--- config.mk ---
export PLATFORM = sky130hd
export DESIGN_NAME = cs_inv_filter
export DESIGN_NICKNAME = d
export VERILOG_FILES = /design/src/rtl/csf_pkg.sv /design/src/rtl/csf_block_index.sv /design/src/rtl/csf_status_array.sv /design/src/rtl/csf_inv_queue.sv /design/src/rtl/cs_inv_filter.sv
export SDC_FILE = /design/constraint.sdc
export NUM_CORES = 1
export LEC_CHECK = 0
export CAP_MARGIN = 20
export CELL_PAD_IN_SITES_DETAIL_PLACEMENT = 1
export CELL_PAD_IN_SITES_GLOBAL_PLACEMENT = 1
export CORE_ASPECT_RATIO = 1.1
export CORE_UTILIZATION = 43
export DETAILED_ROUTE_END_ITERATION = 8
export PLACE_DENSITY = 0.79
export SLEW_MARGIN = 40
export SYNTH_ARGS = -nofsm -noshare
export SYNTH_HDL_FRONTEND = slang
export SYNTH_SLANG_ARGS = --single-unit
--- constraint.sdc ---
create_clock -name clk -period 2.6 [get_ports clk]
set_input_delay 0.26 -clock clk [delete_from_list [all_inputs] [get_ports clk]]
set_output_delay 0.26 -clock clk [all_outputs]
set_load 0.005 [all_outputs]
--- src/rtl/csf_pkg.sv ---
package csf_pkg;

    typedef enum logic [1:0] {
        WR_NONE   = 2'd0,
        WR_FILTER = 2'd1,
        WR_INVAL  = 2'd2,
        WR_STALL  = 2'd3
    } wr_outcome_e;

endpackage

--- src/rtl/csf_block_index.sv ---
module csf_block_index #(
    parameter int ADDR_W = 10,
    parameter int OFF_W  = 4,
    parameter int IDX_W  = 6
) (
    input  logic [ADDR_W-1:0] addr,
    output logic [IDX_W-1:0]  idx
);
    always_comb begin
        idx = IDX_W'(addr >> OFF_W);
    end
endmodule

--- src/rtl/csf_status_array.sv ---
module csf_status_array #(
    parameter int BLOCK_COUNT = 64,
    parameter int IDX_W       = 6
) (
    input  logic                   clk,
    input  logic                   rst_n,
    input  logic                   clr_en,
    input  logic [IDX_W-1:0]       clr_idx,
    input  logic                   set_en,
    input  logic [IDX_W-1:0]       set_idx,
    output logic [BLOCK_COUNT-1:0] bits
);
    typedef struct packed {
        logic [BLOCK_COUNT-1:0] mark;
    } state_t;

    state_t st_d, st_q;

    always_comb begin
        st_d = st_q;
        // clearing first, then setting: a read in the same cycle wins
        if (clr_en) st_d.mark[clr_idx] = 1'b0;
        if (set_en) st_d.mark[set_idx] = 1'b1;
    end

    always_ff @(posedge clk or negedge rst_n) begin
        if (!rst_n) st_q <= '0;
        else        st_q <= st_d;
    end

    assign bits = st_q.mark;
endmodule

--- src/rtl/csf_inv_queue.sv ---
module csf_inv_queue #(
    parameter int DEPTH  = 4,
    parameter int DATA_W = 6,
    parameter int CNT_W  = $clog2(DEPTH + 1)
) (
    input  logic              clk,
    input  logic              rst_n,
    input  logic              push,
    input  logic [DATA_W-1:0] push_data,
    input  logic              pop,
    output logic              not_empty,
    output logic              full,
    output logic [DATA_W-1:0] head_data,
    output logic [CNT_W-1:0]  count
);
    localparam int PTR_W = (DEPTH > 1) ? $clog2(DEPTH) : 1;

    typedef struct packed {
        logic [DEPTH-1:0][DATA_W-1:0] slot;
        logic [PTR_W-1:0]             head;
        logic [PTR_W-1:0]             tail;
        logic [CNT_W-1:0]             used;
    } state_t;

    state_t st_d, st_q;
    logic   do_push, do_pop;

    always_comb begin
        st_d    = st_q;
        do_pop  = pop  && (st_q.used != '0);
        do_push = push && (st_q.used != CNT_W'(DEPTH));
        if (do_push) begin
            st_d.slot[st_q.tail] = push_data;
            st_d.tail = (st_q.tail == PTR_W'(DEPTH - 1)) ? '0 : st_q.tail + 1'b1;
        end
        if (do_pop) begin
            st_d.head = (st_q.head == PTR_W'(DEPTH - 1)) ? '0 : st_q.head + 1'b1;
        end
        case ({do_push, do_pop})
            2'b10:   st_d.used = st_q.used + 1'b1;
            2'b01:   st_d.used = st_q.used - 1'b1;
            default: st_d.used = st_q.used;
        endcase
    end

    always_ff @(posedge clk or negedge rst_n) begin
        if (!rst_n) st_q <= '0;
        else        st_q <= st_d;
    end

    assign not_empty = (st_q.used != '0);
    assign full      = (st_q.used == CNT_W'(DEPTH));
    assign head_data = st_q.slot[st_q.head];
    assign count     = st_q.used;
endmodule

--- src/rtl/cs_inv_filter.sv ---
module cs_inv_filter
    import csf_pkg::*;
#(
    parameter int BLOCK_COUNT = 64,
    parameter int BLOCK_BYTES = 16,
    parameter int QUEUE_DEPTH = 4,
    parameter int IDX_W       = $clog2(BLOCK_COUNT),
    parameter int ADDR_W      = $clog2(BLOCK_COUNT) + $clog2(BLOCK_BYTES)
) (
    input  logic              clk,
    input  logic              rst_n,
    input  logic              rd_valid,
    input  logic [ADDR_W-1:0] rd_addr,
    input  logic              wr_valid,
    input  logic [ADDR_W-1:0] wr_addr,
    output logic              wr_ready,
    output logic              inv_valid,
    output logic [IDX_W-1:0]  inv_block,
    input  logic              inv_ready
);
    localparam int OFF_W = $clog2(BLOCK_BYTES);
    localparam int CNT_W = $clog2(QUEUE_DEPTH + 1);

    logic [IDX_W-1:0]       rd_idx, wr_idx;
    logic [BLOCK_COUNT-1:0] status_bits;
    logic                   wr_hit;
    logic                   q_full;
    logic [CNT_W-1:0]       q_count;
    wr_outcome_e            outcome;
    logic                   take_inv;

    csf_block_index #(.ADDR_W(ADDR_W), .OFF_W(OFF_W), .IDX_W(IDX_W)) u_rd_index (
        .addr (rd_addr),
        .idx  (rd_idx)
    );

    csf_block_index #(.ADDR_W(ADDR_W), .OFF_W(OFF_W), .IDX_W(IDX_W)) u_wr_index (
        .addr (wr_addr),
        .idx  (wr_idx)
    );

    assign wr_hit = status_bits[wr_idx];

    always_comb begin
        if (!wr_valid)    outcome = WR_NONE;
        else if (!wr_hit) outcome = WR_FILTER;
        else if (q_full)  outcome = WR_STALL;
        else              outcome = WR_INVAL;
        take_inv = (outcome == WR_INVAL);
        wr_ready = !(wr_hit && q_full);
    end

    csf_status_array #(.BLOCK_COUNT(BLOCK_COUNT), .IDX_W(IDX_W)) u_status (
        .clk     (clk),
        .rst_n   (rst_n),
        .clr_en  (take_inv),
        .clr_idx (wr_idx),
        .set_en  (rd_valid),
        .set_idx (rd_idx),
        .bits    (status_bits)
    );

    csf_inv_queue #(.DEPTH(QUEUE_DEPTH), .DATA_W(IDX_W), .CNT_W(CNT_W)) u_queue (
        .clk       (clk),
        .rst_n     (rst_n),
        .push      (take_inv),
        .push_data (wr_idx),
        .pop       (inv_ready),
        .not_empty (inv_valid),
        .full      (q_full),
        .head_data (inv_block),
        .count     (q_count)
    );
endmodule

==> out/metrics.yaml <==
synth:
  synth-compound-area-share_pct: 23.4
  yosysTopAreaCell: "dfrtp_1"
  syn_nets: 525
  async_flop_share_pct: 100
  ys_top_cells_by_area: "dfrtp_1 (45%), o41ai_1 (6.7%), mux2_4 (5.7%)"
  avgSynthCellArea_um2: 10.7
  synth_top_flop_cell: "dfrtp_1"
  synth_top_family_by_area: "compound AO/OA/AOI/OAI gates"
  synth-edff-count: 0
  synth-seq-cells: 95
  syn_area_mm2: 0.00525
  synthCells: 493
  synth_xor_area_share_pct: 0.500
  synthSimpleGateAreaFrac_pct: 10.2
  muxShareOfSynthArea_pct: 13.4
  ys_warn_count: 0
  ys_seq_area_share_pct: 45.3
  netlist.area_leader.share_pct: 45.3
  yosysUniqueCellTypes: 59
  synth-adder-area-share_pct: 1.81
sta:
  hold_viol_final: 0
  finClkSkew_ns: 0.00814
  fmax_ghz: 0.354
  min_period_ns: 2.83
  fin_ws_ns: -0.228
  fin_hold_ws_ns: 0.465
  slew_headroom_pct: 56.8
  setup_viol: 3
  rsz0062_at_grt: "yes"
  period_share_pct: 109
  worstMarginPinSlew_ns: 0.647
  maxSlewViolCount: 0
finish:
  antenna_cells: 0
  final_cell_mix: "dfrtp_1 (95), buf_4 (55), o21ai_0 (51)"
  register_area_mm2: 0.00238
  syn_to_final_growth_pct: 27.2
  final_net_count: 588
  final_util_pct: 57.1
  n_fill_cell: 1215
  multi_input_area_mm2: 0.00281
  final_common_cell: "dfrtp_1"
  drive_gt1_share_pct: 30.9
placement:
  dp_hpwl_um: 11700
  port_buffers: 24
  routabilityCongestion: 0.854
detailed_routing:
  first_pass_iters: 5
  vias_per_cell: 6.52
  num_vias: 4626
  wl_per_cell_um: 24.7
  finalWirelength_um: 17500
  postRouteAntennaNets: 0
  drt_iter0_drc: 342
  remaining_drc_errors: 0
power_and_ir_drop:
  switching_power_uw: 1740
  clock_power_share_pct: 25.6
  powerDensity_mw_per_mm2: 832
  power.share.switching_pct: 31.4
  internal_power_uw: 3810
  p_leak_uw: 0.00284
  ir_worst_vdd_mv: 0.579
  combinationalPowerShare_pct: 34.4
  seq_power_share_pct: 40.0
cts:
  htree_levels: 3
  clock_sinks: 95
  clockRootBuffer: "clkbuf_16"
  clk_pin_slew_worst_paths_ns: 0.06
  cts_max_path_buffers: 2
  clkLatencyLatePin_ns: 0.35
  cts-buffers-inserted: 9
  cts_tree: "done"
grt:
  antenna_found_initial: 0
  grt_pass1_wl_um: 27600
  grt.overflow.total: 0
  grt_use_total_pct: 29.0
  grt_pass1_vias: 4937
  grt_max_degree: 52
setup_path:
  path_cells: "dlygate4sd2_1, buf_6, buf_4, and3_4, a22oi_1, a31oi_1, a211o_1, nor3_4, buf_6, a21oi_4, inv_2, ha_4, inv_2, fa_2, xor2_1, nor2_1, xor2_1"
  crit_slowest_cell: "fa_2"
  start_kind: "primary input"
  endpoint_kind: "register"
  rrSetupSlack_ns: -0.21
  critical_path_required_ns: 2.87
  max_stage_delay_ns: 0.33
  cp_top_family: "buffers and inverters"
  critPathArrivalTime_ns: 3.10
  worst_r2r_startpoint: "u_status.bits[54]"
  crit_start: "wr_addr[5]"
  criticalPathCategory: "in -> reg"
  critPathMaxFanout: 7
  crit_buf_inv: 6
floorplan:
  io_pins: 33
  dieArea_mm2: 0.0127
  core_mm2: 0.0117
  die_h_um: 118
  die_x_um: 107
  start_util_pct: 44.9
  rows: 41
flow_run:
  cap_violations: 0
outcome:
  violations: "negative setup slack"
  status: "finished with violations"
hold_path:
  hp-class: "in -> async"
sequential cells by signal, indices dropped and copies added (netlist names):
register	count
u_queue.count	3
u_queue.st_q	28
u_status.bits	64
through the flow:
stage	total power [uW]	setup slack (ns)	setup TNS (ns)	cells	instance area (um2)
after global routing	5840	-0.333	-0.951	710	6680
final	5560	-0.228	-0.458	710	6680
after global placement	3800	-0.637	-35.03	682	6010
after floorplan	3240	-0.247	-0.379	493	5290
after CTS	5460	-0.188	-0.261	709	6490
after detailed placement	3950	-0.711	-42.06	682	6010
layout make-up:
type                            count  share of cell area (%)
Clock buffer                       11                    3.63
Clock inverter                      4                    1.05
Inverter                           25                    1.41
Multi-Input combinational cell    331                    42.0
Sequential cell                    95                    35.6
Tap cell                          150                    2.81
Timing Repair Buffer               94                    13.5
per-layer routing:
metal	global-route usage [%]	wire length (um)	vias to the layer above
li1	-	-	2001
met2	48.7	8930	155
met4	16.7	756	0
met3	4.26	751	55
met5	0	0	-
met1	35.1	7080	2415
power by group through the flow:
stage                     logic [uW]  registers [uW]  clock network (uW)
after floorplan                 1190            2050                   0
after global placement          1630            2170                   0
after detailed placement        1730            2220                   0
after CTS                       1820            2200                1440
after global routing            2060            2260                1520
final                           1910            2220                1420
final timing paths:
kind                       depth (start not counted)           endpoint
min in group clk                                   3   u_queue.st_q[27]
max                                               17   u_queue.count[2]
max reg2reg                                       14   u_queue.count[2]
min reg2reg                                        1   u_queue.count[2]
max in group asynchronous                          3  u_status.bits[21]
min                                                2   u_queue.st_q[16]
cells by family (layout without fill, tap and decap cells):
| group | after synthesis | in the layout |
|---|---|---|
| compound gates | 173 | 173 |
| xor+xnor | 3 | 3 |
| fa+ha+maj | 7 | 7 |
| buf+inv | 67 | 134 |
| flops | 95 | 95 |
| mux | 49 | 49 |
| simple gates | 99 | 99 |
timing repair:
action                                 CTS  global route
setup endpoints to repair               83            82
pin swaps                               11            10
endpoints found under the hold margin   44             0
gates cloned                             2             0
buffers inserted                         9             1
gates resized for setup                 25            33
hold buffers                             1             0
Yosys cell counts, drive strengths merged, types with 2 or more instances:
master   n
or3b     3
a221oi   2
a211o    2
and3b    2
or3      4
nor3     5
o21ai   61
mux2    31
nor3b    2
nand3b   2
nand2b   9
ha       6
clkbuf  16
mux2i   10
and2     2
a31oi    2
inv     25
buf     26
a41oi    8
xor2     2
dfrtp   95
nand4    3
nor2    17
a32oi    7
a21oi   23
nor2b    7
nand2   28
a22oi   20
mux4     8
o41ai   40
nand3    8
Note: power is estimated with default switching activity, not from simulation.
